--- src/rtl/shadow_pwm_gen.sv ---
module shadow_pwm_gen #(
  parameter int CNT_W = 16
) (
  input  logic             clk,
  input  logic             rst_n,
  input  logic             cfg_we,
  input  logic [1:0]       cfg_addr,
  input  logic [CNT_W-1:0] cfg_wdata,
  output logic             pwm_out
);
  localparam logic [CNT_W-1:0] ONE = {{(CNT_W-1){1'b0}}, 1'b1};
  localparam logic [1:0] AD_PRD = 2'd0, AD_CMP = 2'd1, AD_CTL = 2'd2, AD_ACT = 2'd3;
  localparam logic [1:0] AC_NONE = 2'b00, AC_CLR = 2'b01, AC_SET = 2'b10, AC_TOG = 2'b11;

  logic [CNT_W-1:0] prd_q, cmp_sh_q, cmp_act_q, cnt_q;
  logic             ud_q, ld_prd_q, dir_up_q, pwm_q;
  logic [7:0]       act_q;

  wire [1:0] act_zro = act_q[1:0];
  wire [1:0] act_prd = act_q[3:2];
  wire [1:0] act_cau = act_q[5:4];
  wire [1:0] act_cad = act_q[7:6];

  wire at_zero = (cnt_q == '0);
  wire at_prd  = (cnt_q == prd_q);
  wire cmp_eq  = (cnt_q == cmp_act_q);
  wire at_end  = ud_q && (at_zero || at_prd);
  wire up_hit  = cmp_eq && (dir_up_q || at_end);
  wire dn_hit  = cmp_eq && (!dir_up_q || at_end);
  wire ld_ev   = ld_prd_q ? at_prd : at_zero;
  wire any_ev  = at_zero || at_prd || cmp_eq;

  logic [1:0] cmp_sel, end_sel, act_sel;

  always_comb begin
    cmp_sel = AC_NONE;
    if (up_hit && act_cau != AC_NONE && dn_hit && act_cad != AC_NONE)
      cmp_sel = dir_up_q ? act_cau : act_cad;
    else if (up_hit && act_cau != AC_NONE)
      cmp_sel = act_cau;
    else if (dn_hit)
      cmp_sel = act_cad;
  end

  always_comb begin
    end_sel = AC_NONE;
    if (at_prd && act_prd != AC_NONE)
      end_sel = act_prd;
    else if (at_zero)
      end_sel = act_zro;
  end

  assign act_sel = ud_q ? ((end_sel != AC_NONE) ? end_sel : cmp_sel)
                        : ((cmp_sel != AC_NONE) ? cmp_sel : end_sel);

  always_ff @(posedge clk) begin
    if (!rst_n) begin
      cnt_q    <= '0;
      dir_up_q <= 1'b1;
    end else if (!ud_q) begin
      dir_up_q <= 1'b1;
      cnt_q    <= (cnt_q >= prd_q) ? '0 : cnt_q + ONE;
    end else if (dir_up_q) begin
      if (cnt_q >= prd_q) begin
        dir_up_q <= 1'b0;
        cnt_q    <= at_zero ? '0 : cnt_q - ONE;
      end else begin
        cnt_q    <= cnt_q + ONE;
      end
    end else begin
      if (at_zero) begin
        dir_up_q <= 1'b1;
        cnt_q    <= (prd_q == '0) ? '0 : ONE;
      end else begin
        cnt_q    <= cnt_q - ONE;
      end
    end
  end

  always_ff @(posedge clk) begin
    if (!rst_n) begin
      prd_q    <= '0;
      cmp_sh_q <= '0;
      ud_q     <= 1'b0;
      ld_prd_q <= 1'b0;
      act_q    <= '0;
    end else if (cfg_we) begin
      case (cfg_addr)
        AD_PRD:  prd_q    <= cfg_wdata;
        AD_CMP:  cmp_sh_q <= cfg_wdata;
        AD_CTL:  {ld_prd_q, ud_q} <= cfg_wdata[1:0];
        default: act_q    <= cfg_wdata[7:0];
      endcase
    end
  end

  always_ff @(posedge clk) begin
    if (!rst_n)     cmp_act_q <= '0;
    else if (ld_ev) cmp_act_q <= cmp_sh_q;
  end

  always_ff @(posedge clk) begin
    if (!rst_n) pwm_q <= 1'b0;
    else begin
      case (act_sel)
        AC_CLR:  pwm_q <= 1'b0;
        AC_SET:  pwm_q <= 1'b1;
        AC_TOG:  pwm_q <= ~pwm_q;
        default: pwm_q <= pwm_q;
      endcase
    end
  end

  assign pwm_out = pwm_q;
endmodule

--- config.mk ---
export PLATFORM = sky130hd
export DESIGN_NAME = shadow_pwm_gen
export DESIGN_NICKNAME = d
export VERILOG_FILES = /design/src/rtl/shadow_pwm_gen.sv
export SDC_FILE = /design/constraint.sdc
export NUM_CORES = 1
export LEC_CHECK = 0
export BUFFER_PORTS_ARGS = -buffer_cell sky130_fd_sc_hd__buf_4
export CAP_MARGIN = 40
export CORE_ASPECT_RATIO = 1.25
export CORE_MARGIN = 10
export CORE_UTILIZATION = 31
export DETAILED_ROUTE_END_ITERATION = 16
export HOLD_SLACK_MARGIN = 0.05
export PLACE_DENSITY = 0.59
export SLEW_MARGIN = 20
export SYNTH_ARGS = -nofsm -noshare
export SYNTH_HDL_FRONTEND = slang
export SYNTH_SLANG_ARGS = --single-unit
--- constraint.sdc ---
create_clock -name clk -period 2.25 [get_ports clk]
set_input_delay 0.3375 -clock clk [delete_from_list [all_inputs] [get_ports clk]]
set_output_delay 0.3375 -clock clk [all_outputs]
set_load 0.03 [all_outputs]
Word level (Yosys, flattened, before mapping) --
Cells that the tools add are included.
Storage, ports and cells: logic and storage cells 68, bits in registers 76, output and inout port bits 1, input port bits 21
Operators by class: reduce and logical (&&, ||, !) cells 26, muxes and demuxes 21, equal/unequal tests 7, add/subtract/negate cells 2, bitwise logic cells 2, order comparisons 1
Operator list (number):
- two-way mux 16 bit | 6
- == test 16 bit | 2
- zero test 16 bit | 2
- two-way mux 2 bit | 9
- adder 16 x 1 -> 16 bit (second input constant) | 1
- greater-or-equal comparator 16 bit | 1
- subtractor 16 x 1 -> 16 bit (second input constant) | 1
- AND reduction 2 bit | 5
- nonzero test 2 bit | 5
- logical AND 1 bit | 7
- == test 2 bit (second input constant) | 3
- two-way mux 1 bit | 5
- == test 2 x 1 -> 1 bit (second input constant) | 2
- logical OR 1 bit | 3
- one-hot mux 1 bit (3 select lines) | 1
- nonzero test 3 bit | 1
- OR reduction 3 bit | 1
- zero test 2 bit | 1
- inverter 1 bit | 2
- zero test 1 bit | 1

Logic depth before layout (Yosys ltp) --
depth after elaboration 14, depth in mapped cells 10, gate-level depth less buffers 8

Worst setup path before layout --
OpenSTA, ideal clock, no wires.
path kind reg2reg, from register prd_q[15], to register cnt_q[6], stages on the path, launching flop included 11, path slack -172 ps, buffers on the path 2, data required time 2134 ps, library setup time 116 ps, arrival 2307 ps, period minus slack after synthesis 2422 ps, path through dfxtp_1 > inv_1 > ha_1 > nand4_2 > or4_1 > buf_2 > o2111ai_2 > nor2_2 > buf_2 > a221o_1 > and3_1
On the way: cells in the longest elaborated chain, start to end 4, elaborated cells on any way between the ends 5, classes of those cells order compare: 1; mux: 4
Ends and longest elaborated chain:
- start, declared | RTL line 15 | logic [CNT_W-1:0] prd_q, cmp_sh_q, cmp_act_q, cnt_q;
- start signal, assigned | RTL line 89 | AD_PRD: prd_q <= cfg_wdata;
- greater-or-equal comparator 16 bit (*) | RTL line 62, 64
- two-way mux 16 bit | RTL line 64 | if (cnt_q >= prd_q) begin
- two-way mux 16 bit | RTL line 63 | end else if (dir_up_q) begin
- two-way mux 16 bit (*) | RTL line 60 | end else if (!ud_q) begin
- end signal, assigned | RTL line 62 | cnt_q <= (cnt_q >= prd_q) ? '0 : cnt_q + ONE;
- end signal, assigned | RTL line 66 | cnt_q <= at_zero ? '0 : cnt_q - ONE;
- end signal, assigned | RTL line 68 | cnt_q <= cnt_q + ONE;
- end, declared | RTL line 15
Mark *: on every way between the ends. The rest lies on a longest branch, timed or not. A chain may end at the register's enable or synchronous reset.

Worst setup path in the final report --
from register prd_q[2], to register cnt_q[15]
Same word-level chain as after synthesis.

==> results.yml <==
sta:
  maxSlewViolCount: 0
  finClkSkew_ps: 7.47
  setup_ws_ps: -64.5
  fmax_mhz: 432
  fin_setup_tns_ps: -188
  max_slew_margin_pct: 56.2
  worstMarginPinSlew_ps: 654
  rsz0062_at_grt: "yes"
  hold_viol_final: 0
  min_period_over_period_pct: 103
  period_needed_ps: 2310
  finalSetupViolCount: 7
grt:
  grt_pass1_wl_um: 20000
  overflow: 0
  antenna_found_initial: 0
  grt_max_degree: 31
  grt_pass1_vias: 3976
  grt_util_all_layers_pct: 13.8
critical_path:
  cp-start-kind: "flip-flop"
  reg2regPathDepth: 8
  crit_type: "reg2reg"
  cp.arrival_ps: 2580
  end_kind: "flip-flop"
  critPathRequiredTime_ps: 2520
  cp_max_fo: 5
logic_synthesis:
  ys_top_cells_by_area: "dfxtp_1 (37%), nand2_1 (7.6%), mux2i_1 (6.6%), ha_1 (5.8%), a21oi_1 (5.2%)"
  synth-xor-area-share_pct: 3.83
  synth_compound_gate_area_share_pct: 17.5
  ys_ff_latch: 76
  syn_area_per_cell_um2: 8.19
  yosysSeqAreaShare_pct: 36.9
  synth_top_area_cell: "dfxtp_1"
  synthesis.nets: 543
  synth_mux_area_share_pct: 6.83
  synth_most_common_cell: "nand2_1"
  yosysWarningCount: 0
  synth_top_area_share_pct: 36.9
  yosys.area_share.simple_pct: 22.8
  syn_area_um2: 4120
  synth_commonest_cells: "nand2_1 (83), dfxtp_1 (76), a21oi_1 (43), nor2_1 (43)"
  synth_top_family_by_area: "simple AND/OR/NAND/NOR gates"
  synth-async-reset-ratio_pct: 0
  syn_inst: 503
  synth_fa_ha_area_share_pct: 5.77
  synthDistinctLibCells: 59
  synthFlopType: "dfxtp_1"
  synth_edf_count: 0
drt:
  ant_nets: 0
  drt-initial-drc-count: 150
  firstDrtPassIters: 5
  drc_errors: 0
  totalWireLength_um: 12500
  wl_per_cell_um: 16.3
  vias: 3991
  vias_per_cell: 5.24
power:
  power_density_nw_per_um2: 1090
  p_leak_nw: 2.24
  peakVddDrop_mv: 0.707
clock_tree:
  cts_made_buffers: 9
  clk_path_buf_depth: 2
  insertion_delay_ps: 340
  ctsHtreeMaxLevel: 3
  cts.sink_count: 76
  cts_tree: "yes"
  clk_pin_slew_ps: 60
  cts_root_buffer: "clkbuf_16"
run:
  drv_cap: 0
floorplan:
  rows: 47
  pin_count: 22
  die_y_um: 149
  core_area_um2: 13100
  dieArea_um2: 18300
  fp.dieW_um: 123
  start_util_pct: 31.4
run_status:
  status: "complete, but fails checks"
  failed_checks: "negative setup slack"
layout:
  fin_nets: 626
  diodes: 0
  final_layout_size_suffix_gt1_share_pct: 32.3
  fillerInstances: 1281
  area_growth_pct: 37.1
placed_design:
  pre_cts_ws_ps: -196
  place_congestion: 0.893
  dp_hpwl_um: 9470
  place.port_buffers: 21
hold_path:
  hold_depth: 3
  hold_path_class: "in2reg"
## per-stage QoR
step	hold slack, ps	area (µm²)	power, mW	cells	util, %
floorplan	436	4240	3.15	503	-
global placement	442	5040	4.14	738	38.4
detailed placement	449	5040	4.16	738	38.4
CTS	256	5530	5.97	759	42.1
global route	264	5650	6.46	762	43.1
finish	260	5650	6.15	762	43.1
## worst paths after layout
check                     start      endpoint  slack, ps
setup / recovery       prd_q[2]     cnt_q[15]        -60
hold / removal    cfg_wdata[13]     prd_q[13]        260
setup reg to reg       prd_q[2]     cnt_q[15]        -60
hold reg to reg    cmp_sh_q[15]  cmp_sh_q[15]        460
## where the power goes
part,internal (mW),switching [mW]
sequential,1.44,0.0747
combinational,1.44,1.60
clock,1.01,0.584
total,3.88,2.26
## routing by layer
metal	wire, µm	vias to the layer above	track usage, %
li1	-	1957	-
met3	458	24	2.42
met4	422	0	6.88
met5	0	-	0
met2	6360	99	23.7
met1	5220	1911	15.9
## cell usage in the layout, fill, tap and decap left out, types with 18 or more instances in the layout
master / synthesis / routed
nor2_1: 43 / 43
buf_4: 2 / 100
inv_1: 27 / 21
dfxtp_1: 76 / 63
nand2_1: 83 / 83
xnor2_1: 18 / 18
mux2i_1: 27 / 27
a21oi_1: 43 / 39
## cell type report
type                       instances  area, µm²  share of cell area, %
clock buffer                      11        243                   4.30
clock inverter                     5       82.6                   1.46
inverter                          28        108                   1.91
multi-input combinational        365       2630                   46.6
sequential                        76       1540                   27.3
tap                              171        214                   3.79
timing repair buffer             106        827                   14.6
## logic make-up (layout without fill, tap and decap cells)
group	Yosys count	count (layout)
DFF	76	76
xor gates and xnor gates	18	18
buffers and inverters	62	150
adders and majority gates	19	19
AOI/OAI and AO/OA	101	101
and+or+nand+nor	199	199
muxes	28	28
## worst max-delay path, stage by stage (launching register included)
cell,delay (ps)
dfxtp_1,330
inv_1,40
ha_1,280
nand4_1,150
or4_4,550
o2111ai_4,140
o21ai_4,110
or4_1,480
a32oi_1,150
## flip-flops by register name, summed over array words and instances (netlist names), 8 cells and up
register   count
act_q          8
cnt_q         16
cmp_sh_q      16
cmp_act_q     16
prd_q         16
## timing repair
action | 4_1_cts | 5_1_grt
pin swaps | 10 | 13
gates cloned | 0 | 0
hold buffers | 0 | 0
setup endpoints to repair | 18 | 21
buffers inserted | 5 | 3
gates resized for setup | 25 | 24
(Power assumes the default switching activity.)
